<file path="config.mk">
export PLATFORM = sky130hd
export DESIGN_NAME = alarm_aggregator
export DESIGN_NICKNAME = d
export VERILOG_FILES = /design/src/rtl/alarm_agg_pkg.sv /design/src/rtl/alarm_latch_bank.sv /design/src/rtl/alarm_reg_ctrl.sv /design/src/rtl/alarm_datapath.sv /design/src/rtl/alarm_aggregator.sv
export SDC_FILE = /design/constraint.sdc
export NUM_CORES = 1
export LEC_CHECK = 0
export BUFFER_PORTS_ARGS = -buffer_cell sky130_fd_sc_hd__buf_2
export CELL_PAD_IN_SITES_DETAIL_PLACEMENT = 0
export CELL_PAD_IN_SITES_GLOBAL_PLACEMENT = 1
export CORE_AREA = 3 3 73 75
export CTS_BUF_LIST = sky130_fd_sc_hd__clkbuf_4 sky130_fd_sc_hd__clkbuf_8 sky130_fd_sc_hd__clkbuf_16
export CTS_CLUSTER_DIAMETER = 50
export DETAILED_ROUTE_END_ITERATION = 10
export DIE_AREA = 0 0 76 78
export GPL_TIMING_DRIVEN = 0
export PLACE_DENSITY = 0.86
export SYNTH_ARGS = -nofsm -noshare
export SYNTH_HDL_FRONTEND = slang
export SYNTH_SLANG_ARGS = --single-unit
</file>
<file path="constraint.sdc">
create_clock -name clk -period 1.5 [get_ports clk]
set_clock_uncertainty 0.2 [all_clocks]
set_input_delay 0.075 -clock clk [delete_from_list [all_inputs] [get_ports clk]]
set_output_delay 0.075 -clock clk [all_outputs]
set_load 0.01 [all_outputs]
</file>
<file path="src/rtl/alarm_agg_pkg.sv">
package alarm_agg_pkg;
  localparam int DW  = 8;
  localparam int EVW = DW - 1;

  localparam logic [DW-1:0] PRI_DEFAULT  = 8'h88;
  localparam logic [DW-1:0] SEC_DEFAULT  = 8'h80;
  localparam logic [DW-1:0] MASK_DEFAULT = 8'hFF;

  localparam int ADR_PRI_STAT = 0;
  localparam int ADR_PRI_MASK = 1;
  localparam int ADR_SEC_STAT = 2;
  localparam int ADR_SEC_MASK = 3;
  localparam int ADR_SW_RESET = 7;

  typedef struct packed {
    logic rdPri;
    logic rdSec;
    logic rdPm;
    logic rdSm;
    logic wrPm;
    logic wrSm;
    logic swRst;
  } regStrobe_t;
endpackage

</file>
<file path="src/rtl/alarm_latch_bank.sv">
module alarm_latch_bank #(
  parameter int W = 8,
  parameter logic [W-1:0] RST_VAL = '0
) (
  input  logic         clk,
  input  logic         rstN,
  input  logic         swRst,
  input  logic         clr,
  input  logic [W-1:0] evt,
  output logic [W-1:0] stat
);
  logic [W-1:0] statQ;

  for (genvar i = 0; i < W; i++) begin : g_bit
    always_ff @(posedge clk or negedge rstN) begin
      if (!rstN)       statQ[i] <= RST_VAL[i];
      else if (swRst)  statQ[i] <= RST_VAL[i];
      else             statQ[i] <= (statQ[i] & ~clr) | evt[i];
    end
  end

  assign stat = statQ;

  AST_EVENT_SET: assert property (@(posedge clk) disable iff (!rstN)
    (!swRst && (|evt)) |=> ((stat & $past(evt)) == $past(evt)));

  AST_CLEAR_ON_READ: assert property (@(posedge clk) disable iff (!rstN)
    (clr && !swRst && (evt == '0)) |=> (stat == '0));
endmodule

</file>
<file path="src/rtl/alarm_reg_ctrl.sv">
module alarm_reg_ctrl
  import alarm_agg_pkg::*;
#(
  parameter int ADDR_W = 3
) (
  input  logic              clk,
  input  logic              rstN,
  input  logic [ADDR_W-1:0] regAddr,
  input  logic              regRd,
  input  logic              regWr,
  output regStrobe_t        strb
);
  localparam logic [ADDR_W-1:0] A_PRI = ADDR_W'(ADR_PRI_STAT);
  localparam logic [ADDR_W-1:0] A_PM  = ADDR_W'(ADR_PRI_MASK);
  localparam logic [ADDR_W-1:0] A_SEC = ADDR_W'(ADR_SEC_STAT);
  localparam logic [ADDR_W-1:0] A_SM  = ADDR_W'(ADR_SEC_MASK);
  localparam logic [ADDR_W-1:0] A_RST = ADDR_W'(ADR_SW_RESET);

  logic readOnly;
  logic anyAccess;

  // a simultaneous read and write counts as a write
  assign readOnly  = regRd & ~regWr;
  assign anyAccess = regRd | regWr;

  always_comb begin
    strb       = '0;
    strb.swRst = anyAccess && (regAddr == A_RST);
    strb.rdPri = readOnly  && (regAddr == A_PRI);
    strb.rdSec = readOnly  && (regAddr == A_SEC);
    strb.rdPm  = readOnly  && (regAddr == A_PM);
    strb.rdSm  = readOnly  && (regAddr == A_SM);
    strb.wrPm  = regWr     && (regAddr == A_PM);
    strb.wrSm  = regWr     && (regAddr == A_SM);
  end

  AST_ONE_STROBE: assert property (@(posedge clk) disable iff (!rstN)
    $onehot0({strb.rdPri, strb.rdSec, strb.rdPm, strb.rdSm,
              strb.wrPm, strb.wrSm, strb.swRst}));
endmodule

</file>
<file path="src/rtl/alarm_datapath.sv">
module alarm_datapath
  import alarm_agg_pkg::*;
(
  input  logic           clk,
  input  logic           rstN,
  input  regStrobe_t     strb,
  input  logic [DW-1:0]  regWdata,
  input  logic [EVW-1:0] priEvt,
  input  logic [EVW-1:0] secEvt,
  input  logic           terAny,
  output logic [DW-1:0]  regRdata,
  output logic           irq
);
  logic [EVW-1:0] priLat;
  logic [DW-1:0]  secLat;
  logic [DW-1:0]  priView;
  logic [DW-1:0]  priMask;
  logic [DW-1:0]  secMask;
  logic           extBit;
  logic           irqNext;
  logic           irqQ;
  logic [DW-1:0]  rdataQ;

  alarm_latch_bank #(.W(EVW), .RST_VAL(PRI_DEFAULT[EVW-1:0])) u_priBank (
    .clk(clk), .rstN(rstN), .swRst(strb.swRst), .clr(strb.rdPri),
    .evt(priEvt), .stat(priLat)
  );

  alarm_latch_bank #(.W(DW), .RST_VAL(SEC_DEFAULT)) u_secBank (
    .clk(clk), .rstN(rstN), .swRst(strb.swRst), .clr(strb.rdSec),
    .evt({terAny, secEvt}), .stat(secLat)
  );

  // extension bit is a live summary of the secondary level
  assign extBit  = |secLat;
  assign priView = {extBit, priLat};

  always_ff @(posedge clk or negedge rstN) begin
    if (!rstN) begin
      priMask <= MASK_DEFAULT;
      secMask <= MASK_DEFAULT;
    end else if (strb.swRst) begin
      priMask <= MASK_DEFAULT;
      secMask <= MASK_DEFAULT;
    end else begin
      if (strb.wrPm) priMask <= regWdata;
      if (strb.wrSm) secMask <= regWdata;
    end
  end

  always_comb begin
    irqNext = |(priLat & ~priMask[EVW-1:0]);
    if (!priMask[DW-1] && (|(secLat & ~secMask))) irqNext = 1'b1;
  end

  always_ff @(posedge clk or negedge rstN) begin
    if (!rstN)            irqQ <= 1'b0;
    else if (strb.swRst)  irqQ <= 1'b0;
    else                  irqQ <= irqNext;
  end

  always_ff @(posedge clk or negedge rstN) begin
    if (!rstN)            rdataQ <= '0;
    else if (strb.swRst)  rdataQ <= '0;
    else if (strb.rdPri)  rdataQ <= priView;
    else if (strb.rdSec)  rdataQ <= secLat;
    else if (strb.rdPm)   rdataQ <= priMask;
    else if (strb.rdSm)   rdataQ <= secMask;
  end

  assign irq      = irqQ;
  assign regRdata = rdataQ;

  AST_MASK_DEFAULT: assert property (@(posedge clk) disable iff (!rstN)
    strb.swRst |=> (priMask == MASK_DEFAULT && secMask == MASK_DEFAULT));

  AST_IRQ_BLOCKED: assert property (@(posedge clk) disable iff (!rstN)
    (priMask == '1) |=> !irq);

  AST_EXT_KEPT: assert property (@(posedge clk) disable iff (!rstN)
    (strb.rdPri && !strb.swRst && (|secLat) && !strb.rdSec) |=> priView[DW-1]);
endmodule

</file>
<file path="src/rtl/alarm_aggregator.sv">
module alarm_aggregator
  import alarm_agg_pkg::*;
#(
  parameter int ADDR_W = 3
) (
  input  logic              clk,
  input  logic              rstN,
  input  logic [ADDR_W-1:0] regAddr,
  input  logic              regRd,
  input  logic              regWr,
  input  logic [DW-1:0]     regWdata,
  output logic [DW-1:0]     regRdata,
  input  logic [EVW-1:0]    priEvt,
  input  logic [EVW-1:0]    secEvt,
  input  logic              terAny,
  output logic              irq
);
  regStrobe_t strb;

  alarm_reg_ctrl #(.ADDR_W(ADDR_W)) u_ctrl (
    .clk(clk), .rstN(rstN), .regAddr(regAddr),
    .regRd(regRd), .regWr(regWr), .strb(strb)
  );

  alarm_datapath u_dp (
    .clk(clk), .rstN(rstN), .strb(strb), .regWdata(regWdata),
    .priEvt(priEvt), .secEvt(secEvt), .terAny(terAny),
    .regRdata(regRdata), .irq(irq)
  );
endmodule

</file>
==> results of run 1 <==
## per-stage QoR
stage                     power (uW)  instances  worst slack (ps)  util [%]
after detailed placement        1940        302              5.62      46.5
after global routing            2890        336              5.20      54.2
after floorplan                 1720        199               161         -
after global placement          1910        302              13.5      46.5
after CTS                       2750        336              52.4      54.1
final                           2740        336              72.7      54.2
## layout by cell type (no fill, tap or decap), drive strengths merged
cell         netlist  routed
nand2             48      48
buf                8      44
dlygate4sd3        0      26
dfrtp             22      22
nand3             19      19
dfstp             18      18
inv               14      15
nor2              14      14
a21oi             14      14
clkbuf             2       9
o21ai              8       8
mux4               7       7
o22ai              6       6
nor4               3       3
o31ai              2       2
a211o              2       2
nor3b              2       2
nand3b             2       2
o2111a             1       1
nand2b             1       1
o221ai             1       1
o2111ai            1       1
nor2b              1       1
and3b              1       1
mux2i              1       1
and3               1       1
## cell families after synthesis
logic type,after synthesis,synth area share [%]
compound gates,35,11.1
buf+inv,24,5.63
flops,40,52.9
mux,8,8.67
simple gates,92,21.7
## flip-flops by register name, summed over array words and instances, names as in the netlist
signal,flops
u_dp.priMask,8
u_dp.regRdata,8
u_dp.secMask,8
u_dp.u_secBank.stat,8
u_dp.u_priBank.stat,7
u_dp.irq,1
## power by group
| group | leakage (uW) | total, uW | switching [uW] | internal (uW) |
|---|---|---|---|---|
| clock network | 0.0000522 | 759 | 366 | 393 |
| logic | 0.000730 | 542 | 264 | 277 |
| registers | 0.000430 | 1440 | 137 | 1300 |
## cell usage after synthesis, drive strengths merged
| library cell | instances | share of area [%] |
|---|---|---|
| and3 | 1 | 0.32 |
| o221ai | 1 | 0.45 |
| o2111ai | 1 | 0.78 |
| nor3b | 2 | 1.4 |
| nand2 | 48 | 9.3 |
| o22ai | 6 | 1.9 |
| and3b | 1 | 0.45 |
| o31ai | 2 | 0.78 |
| a21oi | 14 | 3.6 |
| nand2b | 1 | 0.32 |
| nand3 | 19 | 4.9 |
| inv | 14 | 2.7 |
| dfstp | 18 | 24 |
| a211o | 2 | 0.91 |
| nor2b | 1 | 0.32 |
| nor4 | 3 | 0.97 |
| dfrtp | 22 | 28 |
| buf | 8 | 2.5 |
| o2111a | 1 | 0.58 |
| nand3b | 2 | 0.97 |
| nor2 | 14 | 2.7 |
| mux2i | 1 | 0.52 |
| clkbuf | 2 | 0.39 |
| mux4 | 7 | 8.2 |
| o21ai | 8 | 2.1 |
## final cells by class
class / instances / area [um^2]
Clock buffer: 7 / 90.1
Buffer: 10 / 56.3
Sequential cell: 40 / 1020
Tap cell: 67 / 83.8
Timing Repair Buffer: 62 / 440
Multi-Input combinational cell: 135 / 808
Inverter: 14 / 52.6
Clock inverter: 1 / 6.26
Fill cell: 453 / 2160
## what timing repair did
action	in CTS	in global routing
gates resized for setup	0	1
setup endpoints to repair	0	1
hold buffers	26	0
hold endpoints to repair	58	0
## worst min-delay path, delay by kind of cell
family	cells	cell delay (ps)
buffers and inverters	1	170
AO/OA/AOI/OAI	1	70
AND/OR/NAND/NOR	3	220
## final timing paths
kind                                                          to  slack (ps)
min in group asynchronous           u_dp.regRdata[4]$_DFFE_PN0P_         240
worst max register to register      u_dp.regRdata[7]$_DFFE_PN0P_          70
worst min register to register       u_dp.priMask[6]$_DFFE_PN1P_         310
worst min-delay path                u_dp.regRdata[7]$_DFFE_PN0P_          90
max in group asynchronous       u_dp.u_priBank.stat[1]$_DFF_PN0_         310
worst max-delay path                u_dp.regRdata[7]$_DFFE_PN0P_          70
## layer usage
layer	global-route usage (%)	part of all wire [%]	up-vias
met3	4.06	5.6	11
met2	29.5	49	67
met5	0	0	-
met1	23.0	44	802
met4	6.52	2.2	0
li1	-	-	824
==> load_flow_metrics.sql, run 1 <==
INSERT INTO impl_metrics (metric_group, metric, value, unit) VALUES
('cts', 'clk_latency', '290', 'ps'),
('final_layout', 'post-route-cell-area', '2560', 'um^2'),
('detailed_routing', 'detail_route.first_pass.iterations', '7', ''),
('detailed_routing', 'dr_total_vias', '1704', ''),
('die', 'die_w', '76', 'um'),
('yosys', 'postSynthCellCount', '199', ''),
('final_layout', 'n_antenna_cell', '0', ''),
('critical_path', 'timing.critical_path.buf_inv', '0', ''),
('final_layout', 'post_route_cells_drive_above_1_share', '30.1', '%'),
('yosys', 'synthesis.area_per_instance', '9.72', 'um^2'),
('yosys', 'ys_seq_area_share', '52.9', '%'),
('hold_path', 'min_delay_path_depth', '5', ''),
('sta', 'grt_setup_unrepaired', 'false', ''),
('critical_path', 'critical_path_arrival', '1390', 'ps'),
('die', 'core_area', '4720', 'um^2'),
('critical_path', 'timing.critical_path.depth', '4', ''),
('critical_path', 'timing.critical_path.fanout_max', '4', ''),
('yosys', 'ys_seq_elements', '40', ''),
('yosys', 'postSynthNetCount', '229', ''),
('critical_path', 'timing.critical_path.cells', 'nor4_1 -> nand3_1 -> nand3_1 -> o21ai_0', ''),
('sta', 'final_hold_viol_count', '0', ''),
('power_and_ir_drop', 'pwr_density_cell', '1070', 'nW/um^2'),
('grt', 'grt_start_max_net_pins', '41', ''),
('placement', 'dp_hpwl', '3.54', 'mm'),
('yosys', 'cell_area_after_synthesis', '1930', 'um^2'),
('detailed_routing', 'detail_route.vias_per_cell', '5.07', ''),
('cts', 'cts_made_buffers', '5', ''),
('sta', 'setup-tns-final', '0', 'ps'),
('sta', 'drv_slew', '0', ''),
('power_and_ir_drop', 'vdd_ir_drop_max', '519', 'uV'),
('cts', 'cts_tree', 'built', ''),
('hold_path', 'worstHoldPathType', 'in2reg', ''),
('sta', 'period_share', '95.2', '%'),
('detailed_routing', 'drt.antenna.violating_nets', '0', ''),
('placement', 'gp_congestion', '0.890', ''),
('critical_path', 'cp-startpoint', 'u_dp.u_secBank.stat[6]$_DFF_PN0_', ''),
('detailed_routing', 'routed_wire_length_per_instance', '15.1', 'um'),
('sta', 'maxClockFrequency', '0.701', 'GHz'),
('die', 'floorplan.rows', '25', ''),
('critical_path', 'setup.worst_path.class', 'reg2reg', ''),
('critical_path', 'worst_setup_path_end_kind', 'flip-flop', ''),
('cts', 'buffers_inserted_during_post_cts_setup_optimization', '0', ''),
('cts', 'clk_pin_slew', '70', 'ps'),
('flow_run', 'maxCapViolCount', '0', ''),
('critical_path', 'worstPathRequired', '1460', 'ps'),
('final_layout', 'area_delta_synth_final', '32.4', '%'),
('sta', 'tightestPinTransition', '879', 'ps'),
('detailed_routing', 'finalWirelength', '5.06', 'mm'),
('power_and_ir_drop', 'leakage', '0.00121', 'uW'),
('critical_path', 'worst_path_most_repeated_cell', 'nand3_1', ''),
('cts', 'htree_levels', '2', ''),
('final_layout', 'final_nets', '298', ''),
('outcome', 'status', 'finished, final reports clean', ''),
('die', 'die_height', '78', 'um'),
('grt', 'globalRoute.totalOverflow', '0', ''),
('grt', 'grtUsageTotal', '17.8', '%'),
('yosys', 'yosysWarningCount', '0', ''),
('critical_path', 'timing.critical_path.slowest_cell_delay', '430', 'ps'),
('grt', 'first_global_vias', '1676', ''),
('die', 'io_pins', '39', ''),
('sta', 'final-setup-viol-count', '0', ''),
('yosys', 'yosys.cell_types.count', '29', ''),
('critical_path', 'regToRegStartpoint', 'u_dp.u_secBank.stat[6]$_DFF_PN0_', ''),
('placement', 'place_area', '2200', 'um^2'),
('critical_path', 'ff2ff_path_depth', '4', ''),
('critical_path', 'critical_path.top_delay_family', 'simple AND/OR/NAND/NOR gates', ''),
('critical_path', 'cp_slowest_cell', 'dfrtp_1', ''),
('die', 'fp.dieArea', '5930', 'um^2'),
('cts', 'cts_num_sinks', '40', ''),
('sta', 'relSlewSlack', '41.4', '%'),
('placement', 'io_buffer_count', '36', ''),
('cts', 'cts-root-to-sink-buffers', '2', ''),
('hold_path', 'worstHoldStart', 'regAddr[0]', ''),
('cts', 'cts_root_buf', 'clkbuf_8', ''),
('die', 'initial_core_utilization', '41.0', '%'),
('detailed_routing', 'drc_errors', '0', ''),
('grt', 'grt_antenna_before_repair', '0', ''),
('critical_path', 'worst_setup_path_start_kind', 'flip-flop', ''),
('grt', 'wire_length_of_the_first_global_routing_pass', '8.22', 'mm'),
('detailed_routing', 'dr.first_iter.drc_count', '117', ''),
('sta', 'fin_hold_ws', '90.1', 'ps'),
('sta', 'period_minus_slack', '1430', 'ps');
No activity file was read; power rests on OpenSTA's default activity.
==> inputs of run 2 (changes only) <==
==> constraint.sdc (replaced) <==
create_clock -name clk -period 1.5 [get_ports clk]
set_clock_uncertainty 0.2 [all_clocks]
set_input_delay 0.3 -clock clk [delete_from_list [all_inputs] [get_ports clk]]
set_output_delay 0.3 -clock clk [all_outputs]
set_load 0.01 [all_outputs]
==> run 2 against run 1 <==
  * Via count is 7.5% lower
  * Combinational power is 9.2% lower
  * Flip-flop and latch count is the same
  * Clock-buffer cell count is 1 higher
  * Global-route usage down 0.31 points
  * Die area unchanged
  * Sequential power is essentially flat
  * Critical path depth did not move
  * Worst hold slack lost 67 ps
  * Sequential share of layout area is 3.6 points higher
  * First-iteration DRC count decreased by 15%
  * Cell count down 6.8%
  * Largest cell class unchanged
==> load_flow_metrics.sql, run 2 (synthesis results as in run 1) <==
INSERT INTO impl_metrics (metric_group, metric, value, unit) VALUES
('outcome', 'status', 'finished, final reports clean', ''),
('power_and_ir_drop', 'internal_power', '1960', 'uW'),
('die', 'die_height', '78', 'um'),
('critical_path', 'cp_slowest_cell', 'dfstp_2', ''),
('sta', 'period_share', '94.1', '%'),
('die', 'die_w', '76', 'um'),
('final_layout', 'multi_input_area', '811', 'um^2'),
('flow_run', 'maxCapViolCount', '0', ''),
('final_layout', 'final_nets', '275', ''),
('grt', 'globalRoute.totalOverflow', '0', ''),
('cts', 'cts_made_buffers', '5', ''),
('detailed_routing', 'detail_route.vias_per_cell', '5.04', ''),
('grt', 'grtUsageTotal', '17.5', '%'),
('detailed_routing', 'met2WireLength', '2.35', 'mm'),
('critical_path', 'timing.critical_path.fanout_max', '3', ''),
('grt', 'grt_start_max_net_pins', '41', ''),
('power_and_ir_drop', 'vdd_ir_drop_max', '416', 'uV'),
('detailed_routing', 'drt.antenna.violating_nets', '0', ''),
('power_and_ir_drop', 'swShare', '27.5', '%'),
('detailed_routing', 'dr_total_vias', '1577', ''),
('cts', 'cts_root_buf', 'clkbuf_8', ''),
('die', 'initial_core_utilization', '41.0', '%'),
('cts', 'cts_tree', 'built', ''),
('critical_path', 'critical_path.top_delay_family', 'flip-flops', ''),
('final_layout', 'area_delta_synth_final', '21.3', '%'),
('power_and_ir_drop', 'power.combinational.fraction', '18.2', '%'),
('die', 'core_area', '4720', 'um^2'),
('power_and_ir_drop', 'leakage', '0.00112', 'uW'),
('grt', 'first_global_vias', '1666', ''),
('critical_path', 'timing.critical_path.slowest_cell_delay', '550', 'ps'),
('final_layout', 'final_cell_count_no_fill', '313', ''),
('critical_path', 'worst_setup_path_start_kind', 'flip-flop', ''),
('placement', 'gp_congestion', '0.840', ''),
('cts', 'cts-root-to-sink-buffers', '2', ''),
('sta', 'final-setup-viol-count', '0', ''),
('final_layout', 'leading_cell_type_in_the_layout_fill_and_taps_excluded', 'nand2_1', ''),
('cts', 'clk_pin_slew', '80', 'ps'),
('detailed_routing', 'finalWirelength', '4.76', 'mm'),
('die', 'io_pins', '39', ''),
('die', 'floorplan.rows', '25', ''),
('detailed_routing', 'routed_wire_length_per_instance', '15.2', 'um'),
('critical_path', 'ff2ff_path_depth', '4', ''),
('final_layout', 'layout_common_cells', 'nand2_1, buf_2, dfrtp_1, nand3_1, dfstp_2', ''),
('cts', 'buffers_inserted_during_post_cts_setup_optimization', '0', ''),
('final_layout', 'n_antenna_cell', '0', ''),
('grt', 'grt_antenna_before_repair', '0', ''),
('critical_path', 'timing.critical_path.buf_inv', '0', ''),
('final_layout', 'post_route_cells_drive_above_1_share', '34.1', '%'),
('final_layout', 'sequential_cell_area', '1020', 'um^2'),
('detailed_routing', 'maxUsedRoutingLayer', 'met4', ''),
('sta', 'setup-tns-final', '0', 'ps'),
('placement', 'io_buffer_count', '36', ''),
('hold_path', 'worstHoldPathType', 'in2reg', ''),
('sta', 'final_hold_viol_count', '0', ''),
('sta', 'maxClockFrequency', '0.709', 'GHz'),
('critical_path', 'cp-startpoint', 'u_dp.priMask[6]$_DFFE_PN1P_', ''),
('critical_path', 'worst_setup_path_end_kind', 'flip-flop', ''),
('critical_path', 'critical_path_arrival', '1380', 'ps'),
('final_layout', 'nFillCells', '472', ''),
('sta', 'grt_setup_unrepaired', 'false', ''),
('power_and_ir_drop', 'part_of_the_power_in_registers', '53.3', '%'),
('cts', 'htree_levels', '2', ''),
('detailed_routing', 'detail_route.first_pass.iterations', '4', ''),
('hold_path', 'min_delay_path_depth', '3', ''),
('sta', 'period_minus_slack', '1410', 'ps'),
('critical_path', 'regToRegStartpoint', 'u_dp.priMask[6]$_DFFE_PN1P_', ''),
('sta', 'tightestPinTransition', '533', 'ps'),
('detailed_routing', 'routedLengthMet1', '2.13', 'mm'),
('detailed_routing', 'dr.first_iter.drc_count', '100', ''),
('critical_path', 'setup.worst_path.class', 'reg2reg', ''),
('placement', 'dp_hpwl', '3.55', 'mm'),
('sta', 'fin_hold_ws', '23.5', 'ps'),
('critical_path', 'worstPathRequired', '1470', 'ps'),
('power_and_ir_drop', 'pwr_density_cell', '1150', 'nW/um^2'),
('sta', 'drv_slew', '0', ''),
('placement', 'dp.cells', '302', ''),
('grt', 'wire_length_of_the_first_global_routing_pass', '8.21', 'mm'),
('power_and_ir_drop', 'share_of_total_power_in_the_clock_network', '28.4', '%'),
('power_and_ir_drop', 'power.net_switching', '741', 'uW'),
('detailed_routing', 'met3RoutedLength', '222', 'um'),
('detailed_routing', 'drc_errors', '0', ''),
('cts', 'clk_latency', '290', 'ps'),
('critical_path', 'timing.critical_path.depth', '4', ''),
('critical_path', 'timing.critical_path.cells', 'nand2b_1 -> o221ai_2 -> o31ai_1 -> o31ai_1', ''),
('critical_path', 'worst_path_most_repeated_cell', 'o31ai_1', ''),
('cts', 'cts_num_sinks', '40', ''),
('hold_path', 'worstHoldStart', 'secEvt[2]', ''),
('power_and_ir_drop', 'total_power', '2700', 'uW'),
('die', 'fp.dieArea', '5930', 'um^2'),
('sta', 'relSlewSlack', '64.5', '%');
[run 2: cell count changes in the layout (fill, tap and decap cells not counted), moves of 2 or more]
cell,before,now
dlygate4sd3_1,26,3
clkbuf_1,2,0
clkbuf_4,1,3
clkbuf_2,0,2
[run 2: worst paths after layout]
| kind | endpoint | slack [ps] |
|---|---|---|
| setup / recovery | u_dp.irq$_DFF_PN0_ | 90 |
| hold / removal | u_dp.u_secBank.stat[2]$_DFF_PN0_ | 20 |
| setup reg to reg | u_dp.irq$_DFF_PN0_ | 90 |
| hold reg to reg | u_dp.secMask[4]$_DFFE_PN1P_ | 300 |
| max in group asynchronous | u_dp.secMask[0]$_DFFE_PN1P_ | 370 |
| min in group asynchronous | u_dp.regRdata[6]$_DFFE_PN0P_ | 350 |
[run 2: timing repair]
action / CTS / global route
setup endpoints to repair: 0 / 29
resized for setup: 0 / 7
hold buffers: 3 / 0
endpoints found under the hold margin: 24 / 0
[run 2: layout make-up]
type                            count  area share, %
Sequential cell                    40           43.6
Multi-Input combinational cell    135           34.5
Timing Repair Buffer               39           9.06
Clock buffer                        8           4.16
Tap cell                           67           3.57
Buffer                             10           2.83
Inverter                           14           2.24
[run 2: power groups by stage]
stage               clock [uW]  sequential, uW  combinational, uW
floorplan                    0            1420                294
global placement             0            1450                475
detailed placement           0            1460                484
CTS                        787            1440                492
global route               820            1460                560
finish                     767            1440                492
[run 2: tightest hold or removal path, cell delays in order]
cell and delay (ps):
buf_2 70, a21oi_1 30, nor2_1 70
[run 2: per-layer routing]
metal	global-route usage (%)	vias up
met4	5.62	0
met5	0	-
met3	4.06	5
met2	29.0	41
li1	-	773
met1	22.9	758
[run 2: per-stage QoR]
stage / worst slack (ps) / area [um^2] / utilization [%]
5_1_grt: 3.49 / 2350 / 49.7
3_3_place_gp: -177 / 2210 / 46.7
4_1_cts: 7.79 / 2330 / 49.4
2_1_floorplan: 12.0 / 1940 / -
3_5_place_dp: -192 / 2210 / 46.7
6_report: 89.2 / 2350 / 49.7
==> inputs of run 3 (changes only) <==
--- a/config.mk
+++ b/config.mk
@@ -8,13 +8,14 @@
 export BUFFER_PORTS_ARGS = -buffer_cell sky130_fd_sc_hd__buf_2
 export CELL_PAD_IN_SITES_DETAIL_PLACEMENT = 0
 export CELL_PAD_IN_SITES_GLOBAL_PLACEMENT = 1
-export CORE_AREA = 3 3 73 75
+export CORE_AREA = 3 3 77 79
 export CTS_BUF_LIST = sky130_fd_sc_hd__clkbuf_4 sky130_fd_sc_hd__clkbuf_8 sky130_fd_sc_hd__clkbuf_16
 export CTS_CLUSTER_DIAMETER = 50
 export DETAILED_ROUTE_END_ITERATION = 10
-export DIE_AREA = 0 0 76 78
+export DIE_AREA = 0 0 80 82
+export GPL_ROUTABILITY_DRIVEN = 1
 export GPL_TIMING_DRIVEN = 0
-export PLACE_DENSITY = 0.86
+export PLACE_DENSITY = 0.81
 export SYNTH_ARGS = -nofsm -noshare
 export SYNTH_HDL_FRONTEND = slang
 export SYNTH_SLANG_ARGS = --single-unit
==> constraint.sdc (replaced) <==
create_clock -name clk -period 1.2 [get_ports clk]
set_clock_uncertainty 0.2 [all_clocks]
set_input_delay 0.24 -clock clk [delete_from_list [all_inputs] [get_ports clk]]
set_output_delay 0.24 -clock clk [all_outputs]
set_load 0.01 [all_outputs]
==> run 3 against run 2 <==
  * The flow now finishes with violations (negative hold slack, negative setup slack)
  * Sequential power grew 25%
  * Non-clock buffer count is 36 higher
  * Final area up 19%
  * Register-to-register slack got worse by 340 ps
  * Critical path type unchanged
==> load_flow_metrics.sql, run 3 (synthesis results as in run 1) <==
INSERT INTO impl_metrics (metric_group, metric, value, unit) VALUES
('final_layout', 'final_nets', '311', ''),
('final_layout', 'final_cell_count_no_fill', '354', ''),
('power_and_ir_drop', 'vdd_ir_drop_max', '466', 'uV'),
('detailed_routing', 'detail_route.first_pass.iterations', '4', ''),
('detailed_routing', 'routed_wire_length_per_instance', '14.5', 'um'),
('power_and_ir_drop', 'pwr_density_cell', '1370', 'nW/um^2'),
('sta', 'period_share', '121', '%'),
('sta', 'grt_setup_unrepaired', 'true', ''),
('critical_path', 'critical_path_arrival', '1430', 'ps'),
('sta', 'maxClockFrequency', '0.691', 'GHz'),
('detailed_routing', 'met3RoutedLength', '223', 'um'),
('outcome', 'failed_checks', 'negative hold slack, negative setup slack', ''),
('cts', 'clk_latency', '300', 'ps'),
('critical_path', 'cp_slowest_cell', 'dfstp_2', ''),
('detailed_routing', 'drt.antenna.violating_nets', '0', ''),
('detailed_routing', 'finalWirelength', '5.13', 'mm'),
('critical_path', 'timing.critical_path.cells', 'inv_1 -> o22ai_1 -> nor4_2 -> o31ai_1', ''),
('die', 'io_pins', '39', ''),
('sta', 'drv_slew', '0', ''),
('die', 'floorplan.rows', '27', ''),
('critical_path', 'timing.critical_path.buf_inv', '1', ''),
('die', 'fp.dieArea', '6560', 'um^2'),
('sta', 'final_hold_viol_count', '22', ''),
('sta', 'fin_hold_ws', '-158', 'ps'),
('detailed_routing', 'met2WireLength', '2.60', 'mm'),
('critical_path', 'setup.worst_path.class', 'reg2reg', ''),
('die', 'die_height', '82', 'um'),
('detailed_routing', 'maxUsedRoutingLayer', 'met4', ''),
('outcome', 'status', 'finished with violations', ''),
('critical_path', 'worst_setup_path_start_kind', 'flip-flop', ''),
('grt', 'globalRoute.totalOverflow', '0', ''),
('placement', 'dp.cells', '307', ''),
('cts', 'ctsHoldBuffers', '23', ''),
('hold_path', 'worstHoldPathType', 'in2async', ''),
('detailed_routing', 'dr_total_vias', '1758', ''),
('grt', 'first_global_vias', '1743', ''),
('cts', 'htree_levels', '2', ''),
('power_and_ir_drop', 'total_power', '3830', 'uW'),
('placement', 'dp_hpwl', '3.52', 'mm'),
('grt', 'grt_start_max_net_pins', '41', ''),
('critical_path', 'timing.critical_path.slowest_cell_delay', '580', 'ps'),
('sta', 'final_critical_path_setup_slack', '-247', 'ps'),
('cts', 'cts_made_buffers', '5', ''),
('grt', 'grt_antenna_before_repair', '0', ''),
('sta', 'period_minus_slack', '1450', 'ps'),
('die', 'core_area', '5410', 'um^2'),
('detailed_routing', 'detail_route.vias_per_cell', '4.97', ''),
('critical_path', 'critical_path.top_delay_family', 'flip-flops', ''),
('cts', 'cts-root-to-sink-buffers', '2', ''),
('die', 'initial_core_utilization', '35.8', '%'),
('flow_run', 'maxCapViolCount', '0', ''),
('placement', 'preCtsSetupSlack', '-465', 'ps'),
('final_layout', 'leading_cell_type_in_the_layout_fill_and_taps_excluded', 'nand2_1', ''),
('cts', 'clk_pin_slew', '80', 'ps'),
('detailed_routing', 'dr.first_iter.drc_count', '102', ''),
('placement', 'io_buffer_count', '36', ''),
('sta', 'tightestPinTransition', '859', 'ps'),
('cts', 'cts_tree', 'built', ''),
('grt', 'grtUsageTotal', '17.5', '%'),
('placement', 'gp_congestion', '0.809', ''),
('detailed_routing', 'drc_errors', '0', ''),
('final_layout', 'layout_common_cells', 'nand2_1, buf_2, dlygate4sd3_1, dfrtp_1', ''),
('detailed_routing', 'routedLengthMet1', '2.22', 'mm'),
('sta', 'relSlewSlack', '42.7', '%'),
('final_layout', 'post_route_cells_drive_above_1_share', '40.8', '%'),
('cts', 'cts_root_buf', 'clkbuf_8', ''),
('grt', 'wire_length_of_the_first_global_routing_pass', '8.65', 'mm'),
('die', 'die_w', '80', 'um'),
('critical_path', 'worst_setup_path_end_kind', 'flip-flop', ''),
('sta', 'final-setup-viol-count', '18', ''),
('final_layout', 'n_antenna_cell', '0', ''),
('final_layout', 'area_delta_synth_final', '44.6', '%'),
('critical_path', 'worstPathRequired', '1180', 'ps'),
('critical_path', 'timing.critical_path.fanout_max', '4', ''),
('final_layout', 'fin_util', '51.7', '%'),
('cts', 'cts_num_sinks', '40', ''),
('power_and_ir_drop', 'leakage', '0.00133', 'uW');
[run 3: cell type report]
cell class	count	area (um^2)
multi-input combinational	135	882
sequential	40	1020
inverter	14	52.6
buffer	10	90.1
clock buffer	7	96.3
timing repair buffer	75	531
tap	72	90.1
fill	511	2610
clock inverter	1	30.0
[run 3: timing repair]
item,4_1_cts,5_1_grt
buffers inserted,14,2
endpoints found under the hold margin,53,22
pin swaps,11,2
gates resized for setup,8,16
endpoints found under the setup margin,33,42
cloned,0,0
[run 3: path summary, 6_finish.rpt]
check | from | to | slack (ps) | depth (start not counted)
min reg2reg | u_dp.secMask[7]$_DFFE_PN1P_ | u_dp.secMask[7]$_DFFE_PN1P_ | 300 | 2
min | rstN | u_dp.regRdata[3]$_DFFE_PN0P_ | -160 | 1
max reg2reg | u_dp.u_secBank.stat[7]$_DFF_PN1_ | u_dp.irq$_DFF_PN0_ | -250 | 4
max in group asynchronous | rstN | u_dp.u_priBank.stat[6]$_DFF_PN0_ | 360 | 1
max | u_dp.u_secBank.stat[7]$_DFF_PN1_ | u_dp.irq$_DFF_PN0_ | -250 | 4
min in group clk | regAddr[1] | u_dp.regRdata[3]$_DFFE_PN0P_ | 200 | 4
[run 3: through the flow]
step / hold slack (ps) / TNS [ps] / cell area (um^2)
final: -158 / -1790 / 2800
after floorplan: -256 / -1910 / 1970
after CTS: -116 / -1780 / 2720
after detailed placement: 206 / -12600 / 2240
after global placement: 193 / -12420 / 2240
after global routing: -78.6 / -2440 / 2800
[run 3: power by group]
part | switching [uW] | leakage [uW] | total, uW | internal, uW
combinational | 372 | 0.000840 | 825 | 452
sequential | 169 | 0.000430 | 1800 | 1630
clock | 473 | 0.0000645 | 1210 | 734
[run 3: layer usage]
metal | vias up | track usage (%)
li1 | 851 | -
met1 | 864 | 21.9
met2 | 34 | 30.0
met3 | 9 | 3.84
met4 | 0 | 6.08
met5 | - | 0
